$ cat src/rtl/txd_guard_pkg.sv
package txd_guard_pkg;
  typedef enum logic [1:0] {
    DRV_REC_Z = 2'd0,
    DRV_DOM   = 2'd1,
    DRV_WEAK  = 2'd2,
    DRV_OFF   = 2'd3
  } drv_mode_e;
endpackage

$ cat src/rtl/txd_edge_cond.sv
module txd_edge_cond (
  input  logic clk_i,
  input  logic rst_ni,
  input  logic txd_i,
  input  logic txd_open_i,
  input  logic stby_i,
  output logic txd_rec_o,
  output logic fall_o
);
  logic txd_q;

  // undriven line reads recessive
  assign txd_rec_o = txd_i | txd_open_i;

  always_ff @(posedge clk_i or negedge rst_ni) begin
    if (!rst_ni)     txd_q <= 1'b1;
    else if (stby_i) txd_q <= 1'b1;
    else             txd_q <= txd_rec_o;
  end

  assign fall_o = txd_q & ~txd_rec_o & ~stby_i;
endmodule

$ cat src/rtl/dom_timer.sv
module dom_timer #(
  parameter int unsigned TIMEOUT_CYC = 45000
) (
  input  logic clk_i,
  input  logic rst_ni,
  input  logic clear_i,
  input  logic fall_i,
  output logic expired_o
);
  localparam int unsigned CW = $clog2(TIMEOUT_CYC + 1);
  localparam logic [CW-1:0] LAST = CW'(TIMEOUT_CYC - 1);

  logic [CW-1:0] cnt_q;
  logic          armed_q;
  logic          exp_q;

  always_ff @(posedge clk_i or negedge rst_ni) begin
    if (!rst_ni) begin
      cnt_q   <= '0;
      armed_q <= 1'b0;
      exp_q   <= 1'b0;
    end else if (clear_i) begin
      cnt_q   <= '0;
      armed_q <= 1'b0;
      exp_q   <= 1'b0;
    end else if (fall_i) begin
      cnt_q   <= CW'(1);
      armed_q <= 1'b1;
    end else if (armed_q && !exp_q) begin
      if (cnt_q == LAST) begin
        exp_q   <= 1'b1;
        armed_q <= 1'b0;
      end else begin
        cnt_q <= cnt_q + CW'(1);
      end
    end
  end

  assign expired_o = exp_q;
endmodule

$ cat src/rtl/drive_mux.sv
module drive_mux
  import txd_guard_pkg::*;
(
  input  logic txd_rec_i,
  input  logic stby_i,
  input  logic therm_i,
  input  logic expired_i,
  output logic drive_dom_o,
  output logic drv_active_o,
  output logic split_en_o
);
  drv_mode_e mode;

  always_comb begin
    if (stby_i)                    mode = DRV_WEAK;
    else if (therm_i || expired_i) mode = DRV_OFF;
    else if (!txd_rec_i)           mode = DRV_DOM;
    else                           mode = DRV_REC_Z;
  end

  assign drive_dom_o  = (mode == DRV_DOM);
  assign drv_active_o = (mode == DRV_DOM) || (mode == DRV_REC_Z);
  // bias stays on through a time-out, off in standby and thermal
  assign split_en_o   = !stby_i && !therm_i;
endmodule

$ cat src/rtl/txd_dom_guard.sv
module txd_dom_guard #(
  parameter int unsigned TIMEOUT_CYC = 45000
) (
  input  logic clk_i,
  input  logic rst_ni,
  input  logic txd_i,
  input  logic txd_open_i,
  input  logic stby_i,
  input  logic therm_i,
  output logic drive_dom_o,
  output logic drv_active_o,
  output logic split_en_o,
  output logic timeout_o
);
  logic txd_rec, fall, expired;

  txd_edge_cond u_cond (
    .clk_i      (clk_i),
    .rst_ni     (rst_ni),
    .txd_i      (txd_i),
    .txd_open_i (txd_open_i),
    .stby_i     (stby_i),
    .txd_rec_o  (txd_rec),
    .fall_o     (fall)
  );

  dom_timer #(.TIMEOUT_CYC(TIMEOUT_CYC)) u_timer (
    .clk_i     (clk_i),
    .rst_ni    (rst_ni),
    .clear_i   (stby_i | txd_rec),
    .fall_i    (fall),
    .expired_o (expired)
  );

  drive_mux u_mux (
    .txd_rec_i    (txd_rec),
    .stby_i       (stby_i),
    .therm_i      (therm_i),
    .expired_i    (expired),
    .drive_dom_o  (drive_dom_o),
    .drv_active_o (drv_active_o),
    .split_en_o   (split_en_o)
  );

  assign timeout_o = expired;
endmodule

$ cat config.mk
export PLATFORM = sky130hd
export DESIGN_NAME = txd_dom_guard
export DESIGN_NICKNAME = d
export VERILOG_FILES = /design/src/rtl/txd_guard_pkg.sv /design/src/rtl/txd_edge_cond.sv /design/src/rtl/dom_timer.sv /design/src/rtl/drive_mux.sv /design/src/rtl/txd_dom_guard.sv
export SDC_FILE = /design/constraint.sdc
export NUM_CORES = 1
export LEC_CHECK = 0
export ABC_AREA = 1
export BUFFER_PORTS_ARGS = -buffer_cell sky130_fd_sc_hd__buf_2
export CORE_MARGIN = 10
export CORE_UTILIZATION = 26
export DETAILED_ROUTE_END_ITERATION = 7
export PLACE_DENSITY = 0.47
export SLEW_MARGIN = 10
export SYNTH_ARGS = -nofsm -noshare
export SYNTH_HDL_FRONTEND = slang
export SYNTH_HIERARCHICAL = 1
export SYNTH_SLANG_ARGS = --single-unit
$ cat constraint.sdc
create_clock -name clk_i -period 2.3 [get_ports clk_i]
set_clock_uncertainty 0.15 [all_clocks]
set_input_delay 0.23 -clock clk_i [delete_from_list [all_inputs] [get_ports clk_i]]
set_output_delay 0.23 -clock clk_i [all_outputs]
set_load 0.01 [all_outputs]
Word-level counts from Yosys, hierarchy flattened
Index checks and enable logic that the tools add are counted.
{"block": "word_totals", "reg_bits": 19, "latch_bits": 0, "ram_bits": 0, "romBits": 0, "inputBits": 6, "n_memories": 0}
{"block": "classes", "add_sub_neg": 1, "n_mul": 0, "div_mod_pow": 0, "n_lt_le_gt_ge": 0, "n_eq_ne": 4, "shifts": 0, "muxes": 16, "n_bitwise": 6, "reduce_logical": 15}
{"operator": "$mux 16", "n": 4}
{"operator": "$add 16x1->16 const B", "n": 1}
{"operator": "$eq 16x16->1 const B", "n": 1}
{"operator": "$mux 1", "n": 10}
{"operator": "$reduce_bool 3->1", "n": 2}
{"operator": "$mux 2", "n": 2}
{"operator": "$reduce_and 2->1", "n": 2}
{"operator": "$reduce_bool 2->1", "n": 2}
{"operator": "$logic_not 1->1", "n": 3}
{"operator": "$ne 3x2->1 const B", "n": 1}
{"operator": "$reduce_and 3->1", "n": 1}
{"operator": "$and 1x1->1", "n": 2}
{"operator": "$eq 2x1->1 const B", "n": 1}
{"operator": "$logic_and 1x1->1", "n": 2}
{"operator": "$logic_not 2->1", "n": 1}
{"operator": "$logic_or 1x1->1", "n": 2}
{"operator": "$ne 2x1->1 const B", "n": 1}
{"operator": "$not 1->1", "n": 2}
{"operator": "$or 1x1->1", "n": 2}

Longest topological paths before layout
Gate-level depths: netlist of run 1.
{"block": "depth", "word_depth": 6, "ltp_mapped": 11, "depth_no_buf": 11}

Modules after synthesis
The synthesis of run 1 kept the hierarchy.
{"mod": "dom_timer", "instances": 1, "cells_per_inst": 186, "area_each_um2": 1273.7, "seq_area_each_um2": 450.4}
{"mod": "txd_edge_cond", "instances": 1, "cells_per_inst": 7, "area_each_um2": 56.3, "seq_area_each_um2": 26.3}
{"mod": "drive_mux", "instances": 1, "cells_per_inst": 5, "area_each_um2": 26.3, "seq_area_each_um2": 0.0}
{"mod": "txd_dom_guard", "instances": 1, "cells_per_inst": 3, "area_each_um2": 11.3, "seq_area_each_um2": 0.0}

Least setup slack after synthesis of run 1
Ideal clock, no wire load.
{"block": "synth_path", "path_type": "reg-to-reg", "start": "register u_timer.cnt_q[0]", "end": "register u_timer.cnt_q[7]", "setup_time_ns": 0.071, "arrival_time_ns": 1.396, "required_ns": 2.079, "setup_slack_ns": 0.682, "stages_incl_launch_ff": 12, "path_cell_list": "dfrtp_1 -> ha_1 -> nand2_1 -> inv_1 -> nand2_2 -> nor2_4 -> nand2_2 -> nand2_4 -> buf_6 -> o21bai_1 -> inv_1 -> nor2_1"}
{"block": "synth_between", "elab_chain_len": 5}
{"element": "start: declaration", "line_no": "dom_timer.sv:13", "rtl": "logic [CW-1:0] cnt_q;"}
{"element": "start signal: assignment", "line_no": "dom_timer.sv:34", "rtl": "cnt_q <= cnt_q + CW'(1);"}
{"element": "$add 16x1->16", "line_no": "dom_timer.sv:34"}
{"element": "$mux 16", "line_no": "dom_timer.sv:30", "rtl": "if (cnt_q == LAST) begin"}
{"element": "$mux 16", "line_no": "dom_timer.sv:29", "rtl": "end else if (armed_q && !exp_q) begin"}
{"element": "$mux 16", "line_no": "dom_timer.sv:26", "rtl": "end else if (fall_i) begin"}
{"element": "$mux 16", "line_no": "dom_timer.sv:22", "rtl": "end else if (clear_i) begin"}
Parallel ways exist; a longest one is shown, timed or not. The select of a mux whose other input is x is not followed.
A chain may end at the register's enable or synchronous reset.

Worst setup path after layout of run 1
{"block": "layout_path", "start": "register u_timer.cnt_q[0]", "end": "register u_timer.cnt_q[15]"}
Same word-level chain as after synthesis.

==> flow_metrics.py, run 1 <==
metrics = {
    "min_path": {
        "min_path_type": "in -> reg",
    },
    "pwr": {
        "power.density_mw_per_mm2": 410,
        "vdd_drop_max_mv": 0.148,
        "p_seq_frac": 0.532,
        "power.share.clock": 0.396,
        "finalPower_mw": 0.632,
        "p_sw_mw": 0.163,
        "swShare": 0.257,
        "intPower_mw": 0.469,
        "power.combinational.fraction": 0.073,
        "power_leakage_nw": 0.678,
    },
    "clock_network": {
        "cts.sinks": 19,
        "cts_made_buffers": 3,
        "root_buffer": "clkbuf_8",
        "post_cts_buffers": 0,
        "clk_pin_slew_worst_paths_ns": 0.08,
        "clock_path_buffers": 2,
        "htreeDepth": 1,
        "cts_tree": "built",
        "clk_latency_ns": 0.26,
    },
    "global_route": {
        "grt_pass1_vias": 1258,
        "grt_max_degree": 20,
        "overflow": 0,
        "grt_antenna_before_repair": 0,
        "grt_first_pass_wirelength_mm": 6.29,
        "grt.total_usage": 0.0893,
    },
    "detailed_routing": {
        "drtIter0Drc": 67,
        "dr_wl_met3_um": 193,
        "routed_wl_mm": 3.42,
        "detail-route-antenna-nets": 0,
        "wl_met2_mm": 1.53,
        "dr_total_vias": 1233,
        "vias_per_cell": 4.36,
        "routedWlPerCell_um": 12.1,
        "wl_met1_mm": 1.68,
        "drt_drc_violations_left": 0,
        "drtPass1Iterations": 4,
        "top_layer_used": "met4",
    },
    "cells_and_area": {
        "register_area_um2": 477,
        "multiInputGateArea_um2": 742,
        "stdcell_area_mm2": 0.00154,
        "nFillCells": 589,
        "final_util": 0.302,
        "antenna_cells": 0,
        "nets": 221,
        "syn_to_final_growth_pct": 12.6,
        "final_cell_count_no_fill": 283,
        "final_layout_size_suffix_gt1_frac": 0.197,
    },
    "logic_synthesis": {
        "yosysSeqAreaShare": 0.349,
        "ys_ff_latch": 19,
        "synth_top_cell_by_area": "dfrtp_1",
        "synth_top_area_share": 0.329,
        "synth_edf_count": 0,
        "yosysWarnings": 6,
        "yosys-top-cells-count": "49 x nand2_1, 27 x inv_1, 27 x nor2_1",
        "ys_types": 26,
        "syn_area_per_cell_um2": 6.80,
        "async_flop_share": 1.00,
        "yosys.cell_count.top_type": "nand2_1",
        "synth_ff_type": "dfrtp_1",
        "syn_nets": 208,
        "ys_top_cells_by_area": "dfrtp_1 33%, nand2_1 13%, nand3_1 8.8%, inv_1 7.4%, nor2_1 7.4%",
        "syn_area_mm2": 0.00137,
        "syn_inst": 201,
    },
    "timing": {
        "grt_setup_unrepaired": "no",
        "hold_viol_final": 0,
        "final_max_slew_viol_count": 0,
        "tightest_slew_ns": 0.460,
        "fin_crit_sh": 0.823,
        "timing.final.ws_setup_ns": 0.406,
        "setup_violations": 0,
        "final.setup.tns_ns": 0,
        "fin_hold_ws_ns": 0.0254,
        "fin_crit_ns": 1.89,
        "relSlewSlack": 0.693,
        "fmax_ghz": 0.528,
    },
    "die": {
        "rows": 26,
        "fp.dieH_um": 92.5,
        "fp.dieW_um": 92.5,
        "pin_count": 10,
        "core_mm2": 0.00511,
        "die_area_mm2": 0.00856,
        "initial_core_util": 0.268,
    },
    "placed_design": {
        "post-dp-hpwl_mm": 2.46,
        "place_inst": 278,
        "gp_congestion": 0.783,
        "placed_area_mm2": 0.00148,
        "port_buffers": 9,
        "dp_slack_ns": 0.414,
    },
    "worst_setup_path": {
        "cp_data_required_time_ns": 2.32,
        "crit_type": "reg -> reg",
        "critPathArrivalTime_ns": 1.91,
        "critPathMaxFanout": 16,
        "startpoint_type": "register",
        "end_kind": "register",
    },
    "outcome": {
        "status": "finished, final reports clean",
    },
    "flow_run": {
        "cap_viol_max_count": 0,
    },
}
-- path summary, 6_finish.rpt --
| kind | slack (ns) | startpoint | cells after the start | endpoint |
|---|---|---|---|---|
| max | 0.41 | u_timer/cnt_q[0] | 11 | u_timer/cnt_q[15] |
| min | 0.03 | txd_i | 3 | u_cond/txd_q |
| max reg2reg | 0.41 | u_timer/cnt_q[0] | 11 | u_timer/cnt_q[15] |
| min reg2reg | 0.38 | u_timer/armed_q | 2 | u_timer/armed_q |
| max in group asynchronous | 1.37 | rst_ni | 2 | u_cond/txd_q |
| min in group asynchronous | 0.29 | rst_ni | 2 | u_timer/cnt_q[1] |
-- placed cells by master, fill, tap and decap left out --
cell type,instances
o21ai_1,3
nand2_4,2
clkbuf_8,3
nand2_2,6
nor3_1,2
or2_1,1
ha_1,1
dlygate4sd3_1,1
buf_4,2
nand2_1,49
nand3_1,24
a21oi_1,5
nor2_4,3
inv_1,27
nor2_2,8
buf_2,9
xor2_1,3
inv_2,2
clkinv_2,2
dfstp_2,1
o21ai_2,4
clkinv_1,1
o211ai_1,1
dfrtp_1,18
o21bai_1,4
nor2_1,27
nand4_1,4
-- cell families after synthesis --
| family | count (synthesis) | share of synthesized area |
|---|---|---|
| AOI/OAI and AO/OA | 17 | 0.0823 |
| xor gates and xnor gates | 3 | 0.0192 |
| adders and majority gates | 1 | 0.00915 |
| buffers and inverters | 35 | 0.109 |
| DFF | 19 | 0.349 |
| and+or+nand+nor | 126 | 0.432 |
-- repair_timing --
item                                   CTS  global route
endpoints found under the hold margin   18             0
gates resized for setup                  0             0
hold buffers                             1             0
-- final cells by class --
type                            count  area share
Sequential cell                    19       0.310
Clock inverter                      1     0.00325
Inverter                           31      0.0764
Clock buffer                        3      0.0268
Timing Repair Buffer               12      0.0455
Tap cell                           70      0.0569
Multi-Input combinational cell    147       0.482
-- critical path, stage by stage, from the launching register on --
cell,delay (ns)
dfrtp_1,0.42
ha_1,0.23
nand2_1,0.16
inv_1,0.07
nand2_2,0.08
nor2_4,0.04
nand2_2,0.08
nand2_4,0.13
nand2_4,0.22
nand3_1,0.10
nand2_1,0.07
nor2_1,0.04
-- power groups by stage --
stage	registers (mW)	clock network (mW)	logic (mW)
6_report	0.336	0.250	0.0460
4_1_cts	0.336	0.266	0.0473
5_1_grt	0.336	0.284	0.0518
2_1_floorplan	0.342	0	0.0244
3_5_place_dp	0.342	0	0.0459
3_3_place_gp	0.342	0	0.0458
-- state kept, by name (all words and copies together) (netlist names) --
register and cells:
u_timer/armed_q 1, u_cond/txd_q 1, u_timer/expired_o 1, u_timer/cnt_q 16
-- per-layer routing --
layer,GRT usage,vias to the layer above
li1,-,651
met5,0,-
met3,0.0291,2
met4,0.0154,0
met2,0.146,25
met1,0.113,555
Note: power is estimated with default switching activity, not from simulation.
==> inputs of run 2 (changes only) <==
==> constraint.sdc (replaced) <==
create_clock -name clk_i -period 1.9 [get_ports clk_i]
set_clock_uncertainty 0.15 [all_clocks]
set_input_delay 0.19 -clock clk_i [delete_from_list [all_inputs] [get_ports clk_i]]
set_output_delay 0.19 -clock clk_i [all_outputs]
set_load 0.01 [all_outputs]
==> flow_metrics.py, run 2 (same netlist as run 1, synthesis figures left out) <==
metrics = {
    "placed_design": {
        "post-dp-hpwl_mm": 2.55,
        "port_buffers": 9,
        "gp_congestion": 0.801,
    },
    "cells_and_area": {
        "final_cell_mix": "49 x nand2_1, 27 x inv_1, 27 x nor2_1, 24 x nand3_1, 18 x dfrtp_1",
        "final_util": 0.318,
        "antenna_cells": 0,
        "largest_reg_flops": 16,
        "final_layout_size_suffix_gt1_frac": 0.226,
        "syn_to_final_growth_pct": 18.8,
        "top_register": "u_timer/cnt_q",
        "nets": 229,
        "nFillCells": 550,
        "multiInputGateArea_um2": 762,
        "layout_commonest_cell": "nand2_1",
        "register_area_um2": 477,
    },
    "die": {
        "rows": 26,
        "pin_count": 10,
        "die_area_mm2": 0.00856,
        "initial_core_util": 0.268,
        "fp.dieW_um": 92.5,
        "core_mm2": 0.00511,
        "fp.dieH_um": 92.5,
    },
    "timing": {
        "fin_hold_ws_ns": 0.0191,
        "fin_crit_ns": 1.77,
        "final.setup.tns_ns": 0,
        "setup_violations": 0,
        "hold_viol_final": 0,
        "fin_crit_sh": 0.933,
        "fmax_ghz": 0.564,
        "final_max_slew_viol_count": 0,
        "tightest_slew_ns": 0.474,
        "relSlewSlack": 0.684,
    },
    "worst_setup_path": {
        "slowest_stage": "dlygate4sd3_1",
        "cpPeakStageDelay_ns": 0.56,
        "cp_data_required_time_ns": 1.95,
        "end_kind": "register",
        "critPathArrivalTime_ns": 1.82,
        "startpoint_type": "input port",
        "critPathTopFamily": "buffers and inverters",
        "crit_type": "in -> reg",
        "crit_buf_inv": 3,
        "path_cells": "buf_2 -> nor2_2 -> dlygate4sd3_1 -> nand2_2 -> nor2_2 -> nor2_2 -> buf_4 -> o21ai_1 -> a21oi_1",
        "critPathMaxFanout": 8,
        "cpMostUsedCell": "nor2_2",
    },
    "clock_network": {
        "clock_path_buffers": 2,
        "cts_made_buffers": 3,
        "cts.sinks": 19,
        "root_buffer": "clkbuf_8",
        "clk_latency_ns": 0.27,
        "htreeDepth": 1,
        "clk_pin_slew_worst_paths_ns": 0.08,
        "cts_tree": "built",
    },
    "detailed_routing": {
        "detail-route-antenna-nets": 0,
        "drtIter0Drc": 61,
        "drtPass1Iterations": 5,
        "dr_total_vias": 1293,
        "routedWlPerCell_um": 11.6,
        "vias_per_cell": 4.44,
        "drt_drc_violations_left": 0,
        "routed_wl_mm": 3.39,
    },
    "pwr": {
        "power.density_mw_per_mm2": 474,
        "finalPower_mw": 0.770,
        "power_leakage_nw": 0.715,
        "vdd_drop_max_mv": 0.238,
    },
    "global_route": {
        "grt_first_pass_wirelength_mm": 5.98,
        "grt.total_usage": 0.0853,
        "grt_max_degree": 20,
        "grt_antenna_before_repair": 0,
        "grt_pass1_vias": 1224,
        "overflow": 0,
    },
    "flow_run": {
        "cap_viol_max_count": 0,
    },
    "min_path": {
        "min_path_type": "in -> reg",
    },
    "outcome": {
        "status": "finished, final reports clean",
    },
}
==> run 2: cell count changes in the layout (fill, tap and decap cells not counted), sizes merged <==
cell / change
dlygate4sd3: +1
buf: +7
clkinvlp: +1
clkinv: -1
==> run 2: layout make-up <==
cell class | instances | share of cell area
Timing Repair Buffer | 20 | 0.0816
Clock inverter | 1 | 0.00462
Sequential cell | 19 | 0.293
Inverter | 31 | 0.0724
Multi-Input combinational cell | 147 | 0.469
Clock buffer | 3 | 0.0254
Tap cell | 70 | 0.0539
==> run 2: where the power goes <==
group	total [mW]	internal (mW)	switching, mW
registers	0.407	0.406	0.000617
logic	0.0612	0.0204	0.0409
clock network	0.302	0.148	0.154
total	0.770	0.575	0.195
==> run 2: repair_timing <==
action	in CTS	in global routing
resized for setup	0	3
endpoints found under the hold margin	19	0
setup endpoints to repair	0	13
buffers inserted	0	1
hold buffers	2	0
==> run 2: final timing paths <==
| check | startpoint | to | slack [ns] | cells after the start |
|---|---|---|---|---|
| worst min register to register | u_timer/armed_q | u_timer/armed_q | 0.36 | 2 |
| max in group asynchronous | rst_ni | u_cond/txd_q | 1.01 | 2 |
| min in group asynchronous | rst_ni | u_timer/cnt_q[0] | 0.24 | 2 |
| worst max register to register | u_timer/cnt_q[0] | u_timer/cnt_q[15] | 0.14 | 11 |
| worst min-delay path | stby_i | u_cond/txd_q | 0.02 | 3 |
| worst max-delay path | txd_open_i | u_timer/cnt_q[5] | 0.13 | 9 |
==> run 2: worst reg2reg max path, cell delays in order (launching register included) <==
cell and delay [ns]:
dfrtp_1 0.39, ha_2 0.20, nand2_1 0.11, inv_1 0.09, nand2_2 0.07, nor2_4 0.09
nand2_2 0.10, nand2_8 0.13, nand2_8 0.12, nand3_1 0.10, nand2_1 0.05, nor2_1 0.10
==> run 2: per-stage QoR <==
step | instance area (um2) | instances | worst slack (ns)
floorplan | 1370 | 201 | 0.282
global placement | 1530 | 284 | 0.0974
detailed placement | 1530 | 284 | 0.0687
CTS | 1600 | 290 | 0.0509
global route | 1630 | 291 | -0.00668
finish | 1630 | 291 | 0.127
==> run 2: routing by layer <==
| layer | track usage | wire (um) | up-vias | part of all wire |
|---|---|---|---|---|
| met1 | 0.111 | 1650 | 601 | 0.49 |
| met4 | 0.0154 | 14 | 0 | 0.0041 |
| met5 | 0 | 0 | - | 0 |
| met2 | 0.136 | 1530 | 24 | 0.45 |
| li1 | - | - | 666 | - |
| met3 | 0.0266 | 193 | 2 | 0.057 |
==> inputs of run 3 (changes only) <==
--- a/config.mk
+++ b/config.mk
@@ -5,12 +5,10 @@
 export SDC_FILE = /design/constraint.sdc
 export NUM_CORES = 1
 export LEC_CHECK = 0
-export ABC_AREA = 1
 export BUFFER_PORTS_ARGS = -buffer_cell sky130_fd_sc_hd__buf_2
 export CORE_MARGIN = 10
 export CORE_UTILIZATION = 26
 export DETAILED_ROUTE_END_ITERATION = 7
-export PLACE_DENSITY = 0.47
 export SLEW_MARGIN = 10
 export SYNTH_ARGS = -nofsm -noshare
 export SYNTH_HDL_FRONTEND = slang
==> flow_metrics.py, run 3 <==
metrics = {
    "outcome": {
        "status": "finished, final reports clean",
    },
    "placed_design": {
        "placed_area_mm2": 0.00117,
        "gp_congestion": 0.753,
        "post-dp-hpwl_mm": 1.60,
        "port_buffers": 9,
    },
    "timing": {
        "hold_viol_final": 0,
        "final.setup.tns_ns": 0,
        "setup_violations": 0,
        "grt_setup_unrepaired": "no",
        "fin_crit_ns": 1.78,
        "final_max_slew_viol_count": 0,
        "fin_crit_sh": 0.939,
        "tightest_slew_ns": 0.427,
        "relSlewSlack": 0.715,
        "fmax_ghz": 0.560,
    },
    "pwr": {
        "power_leakage_nw": 0.477,
        "power.combinational.fraction": 0.050,
        "intPower_mw": 0.568,
        "power.share.clock": 0.381,
        "p_seq_frac": 0.569,
        "p_sw_mw": 0.148,
        "power.density_mw_per_mm2": 572,
        "swShare": 0.207,
        "vdd_drop_max_mv": 0.342,
    },
    "global_route": {
        "grt_max_degree": 20,
        "grt_antenna_before_repair": 0,
        "grt.total_usage": 0.0641,
        "grt_first_pass_wirelength_mm": 3.91,
        "grt_pass1_vias": 892,
        "overflow": 0,
    },
    "die": {
        "pin_count": 10,
        "fp.dieH_um": 83.5,
        "die_area_mm2": 0.00698,
        "rows": 23,
        "fp.dieW_um": 83.5,
        "initial_core_util": 0.266,
        "core_mm2": 0.00394,
    },
    "worst_setup_path": {
        "crit_type": "reg -> reg",
        "r2r_slack_ns": 0.12,
        "cp_data_required_time_ns": 1.93,
        "startpoint_type": "register",
        "critPathArrivalTime_ns": 1.81,
        "critPathMaxFanout": 5,
        "end_kind": "register",
    },
    "clock_network": {
        "clk_pin_slew_worst_paths_ns": 0.07,
        "clk_latency_ns": 0.25,
        "cts.sinks": 19,
        "root_buffer": "clkbuf_8",
        "htreeDepth": 1,
        "cts_made_buffers": 3,
        "cts_tree": "built",
        "clock_path_buffers": 2,
    },
    "detailed_routing": {
        "detail-route-antenna-nets": 0,
        "routed_wl_mm": 2.15,
        "drt_drc_violations_left": 0,
        "dr_total_vias": 875,
        "drtPass1Iterations": 4,
        "vias_per_cell": 5.06,
        "routedWlPerCell_um": 12.4,
        "drtIter0Drc": 89,
    },
    "logic_synthesis": {
        "yosysWarnings": 6,
        "synth_simple_gate_area_frac": 0.353,
        "synth_top_cell_by_area": "dfrtp_1",
        "synth_top_family_by_area": "simple AND/OR/NAND/NOR gates",
        "ys_top_cells_by_area": "dfrtp_1 43%, nand4_1 4.2%, or3_1 4.2%, xor2_1 4.2%, nor2_1 3.9%",
        "ys_types": 38,
        "synth_ff_type": "dfrtp_1",
        "yosys-top-cells-count": "18 x dfrtp_1, 11 x nor2_1, 8 x a21oi_1",
        "syn_nets": 115,
        "yosys.cell_count.top_type": "dfrtp_1",
        "synth_top_area_share": 0.429,
        "syn_inst": 108,
        "async_flop_share": 1.00,
        "synth_edf_count": 0,
        "syn_area_mm2": 0.00105,
        "synth_compound_area_frac": 0.100,
        "syn_area_per_cell_um2": 9.72,
        "synthAdderAreaFrac": 0.0119,
        "synth.area.mux_share": 0,
        "yosysSeqAreaShare": 0.454,
        "ys_ff_latch": 19,
        "synth_xor_area_frac": 0.0584,
    },
    "cells_and_area": {
        "stdcell_area_mm2": 0.00125,
        "nFillCells": 386,
        "final_layout_size_suffix_gt1_frac": 0.236,
        "nets": 131,
        "layout_commonest_cell": "dfrtp_1",
        "syn_to_final_growth_pct": 19.3,
        "top_register": "u_timer/cnt_q",
        "largest_reg_flops": 16,
        "final_cell_mix": "18 x dfrtp_1, 11 x nor2_1, 9 x buf_2, 8 x a21oi_1",
        "antenna_cells": 0,
    },
    "flow_run": {
        "cap_viol_max_count": 0,
    },
    "min_path": {
        "min_path_type": "in -> reg",
    },
}
run 3: changes by cell type after synthesis, sizes merged, moves of 3 or more:
| cell | change |
|---|---|
| nand2 | -52 |
| inv | -27 |
| nor2 | -27 |
| nand3 | -21 |
| or3 | +8 |
| nand4 | +4 |
| o21bai | -4 |
| a21oi | +3 |
run 3: power groups by stage:
stage          Combinational (mW)  Clock [mW]  Sequential [mW]
2_1_floorplan              0.0135           0            0.415
3_3_place_gp               0.0339           0            0.415
3_5_place_dp               0.0351           0            0.415
4_1_cts                    0.0367       0.286            0.407
5_1_grt                    0.0412       0.310            0.407
6_report                   0.0358       0.273            0.407
run 3: timing repair:
action,CTS,global route
setup endpoints to repair,0,1
buffers inserted,0,1
endpoints found under the hold margin,18,0
gates resized for setup,0,4
hold buffers,1,0
run 3: worst max-delay path, cell delays in order, from the launching register on:
cell	delay, ns
dfrtp_1	0.42
ha_4	0.17
nand4b_1	0.15
nand2b_4	0.20
or4_1	0.48
a21oi_1	0.16
run 3: cell families after synthesis:
logic type,Yosys count
adders and majority gates,1
buffers and inverters,6
xor gates and xnor gates,7
AOI/OAI and AO/OA,19
and+or+nand+nor,56
DFF,19
run 3: cell type report:
type,count,area [um2],area share
timing repair buffer,15,92.6,0.0739
tap,50,62.6,0.0500
inverter,2,7.51,0.00599
multi-input combinational,83,568,0.454
sequential,19,477,0.381
clock buffer,4,45.0,0.0360
run 3: worst paths after layout:
kind / from / endpoint / cells after the start
max in group asynchronous: rst_ni / u_cond/txd_q / 2
max: u_timer/cnt_q[0] / u_timer/cnt_q[14] / 5
min reg2reg: u_timer/cnt_q[15] / u_timer/cnt_q[15] / 2
min in group asynchronous: rst_ni / u_timer/cnt_q[8] / 2
max reg2reg: u_timer/cnt_q[0] / u_timer/cnt_q[14] / 5
min: txd_open_i / u_cond/txd_q / 2
run 3: metal layers:
| layer | track usage | part of all wire | vias up |
|---|---|---|---|
| li1 | - | - | 431 |
| met1 | 0.0770 | 0.47 | 418 |
| met2 | 0.103 | 0.47 | 20 |
| met3 | 0.0225 | 0.044 | 6 |
| met4 | 0.0228 | 0.015 | 0 |
| met5 | 0 | 0 | - |
run 3: per-stage QoR:
| step | power (mW) | hold slack, ns | util | setup slack, ns | instances |
|---|---|---|---|---|---|
| finish | 0.716 | 0.0149 | 0.318 | 0.116 | 173 |
| CTS | 0.730 | 0.00933 | 0.311 | 0.0154 | 172 |
| floorplan | 0.428 | -0.256 | - | 0.0180 | 108 |
| detailed placement | 0.450 | 0.00411 | 0.297 | 0.0353 | 167 |
| global placement | 0.448 | 0.000310 | 0.297 | 0.114 | 167 |
| global route | 0.758 | 0.00388 | 0.318 | 0.0130 | 173 |
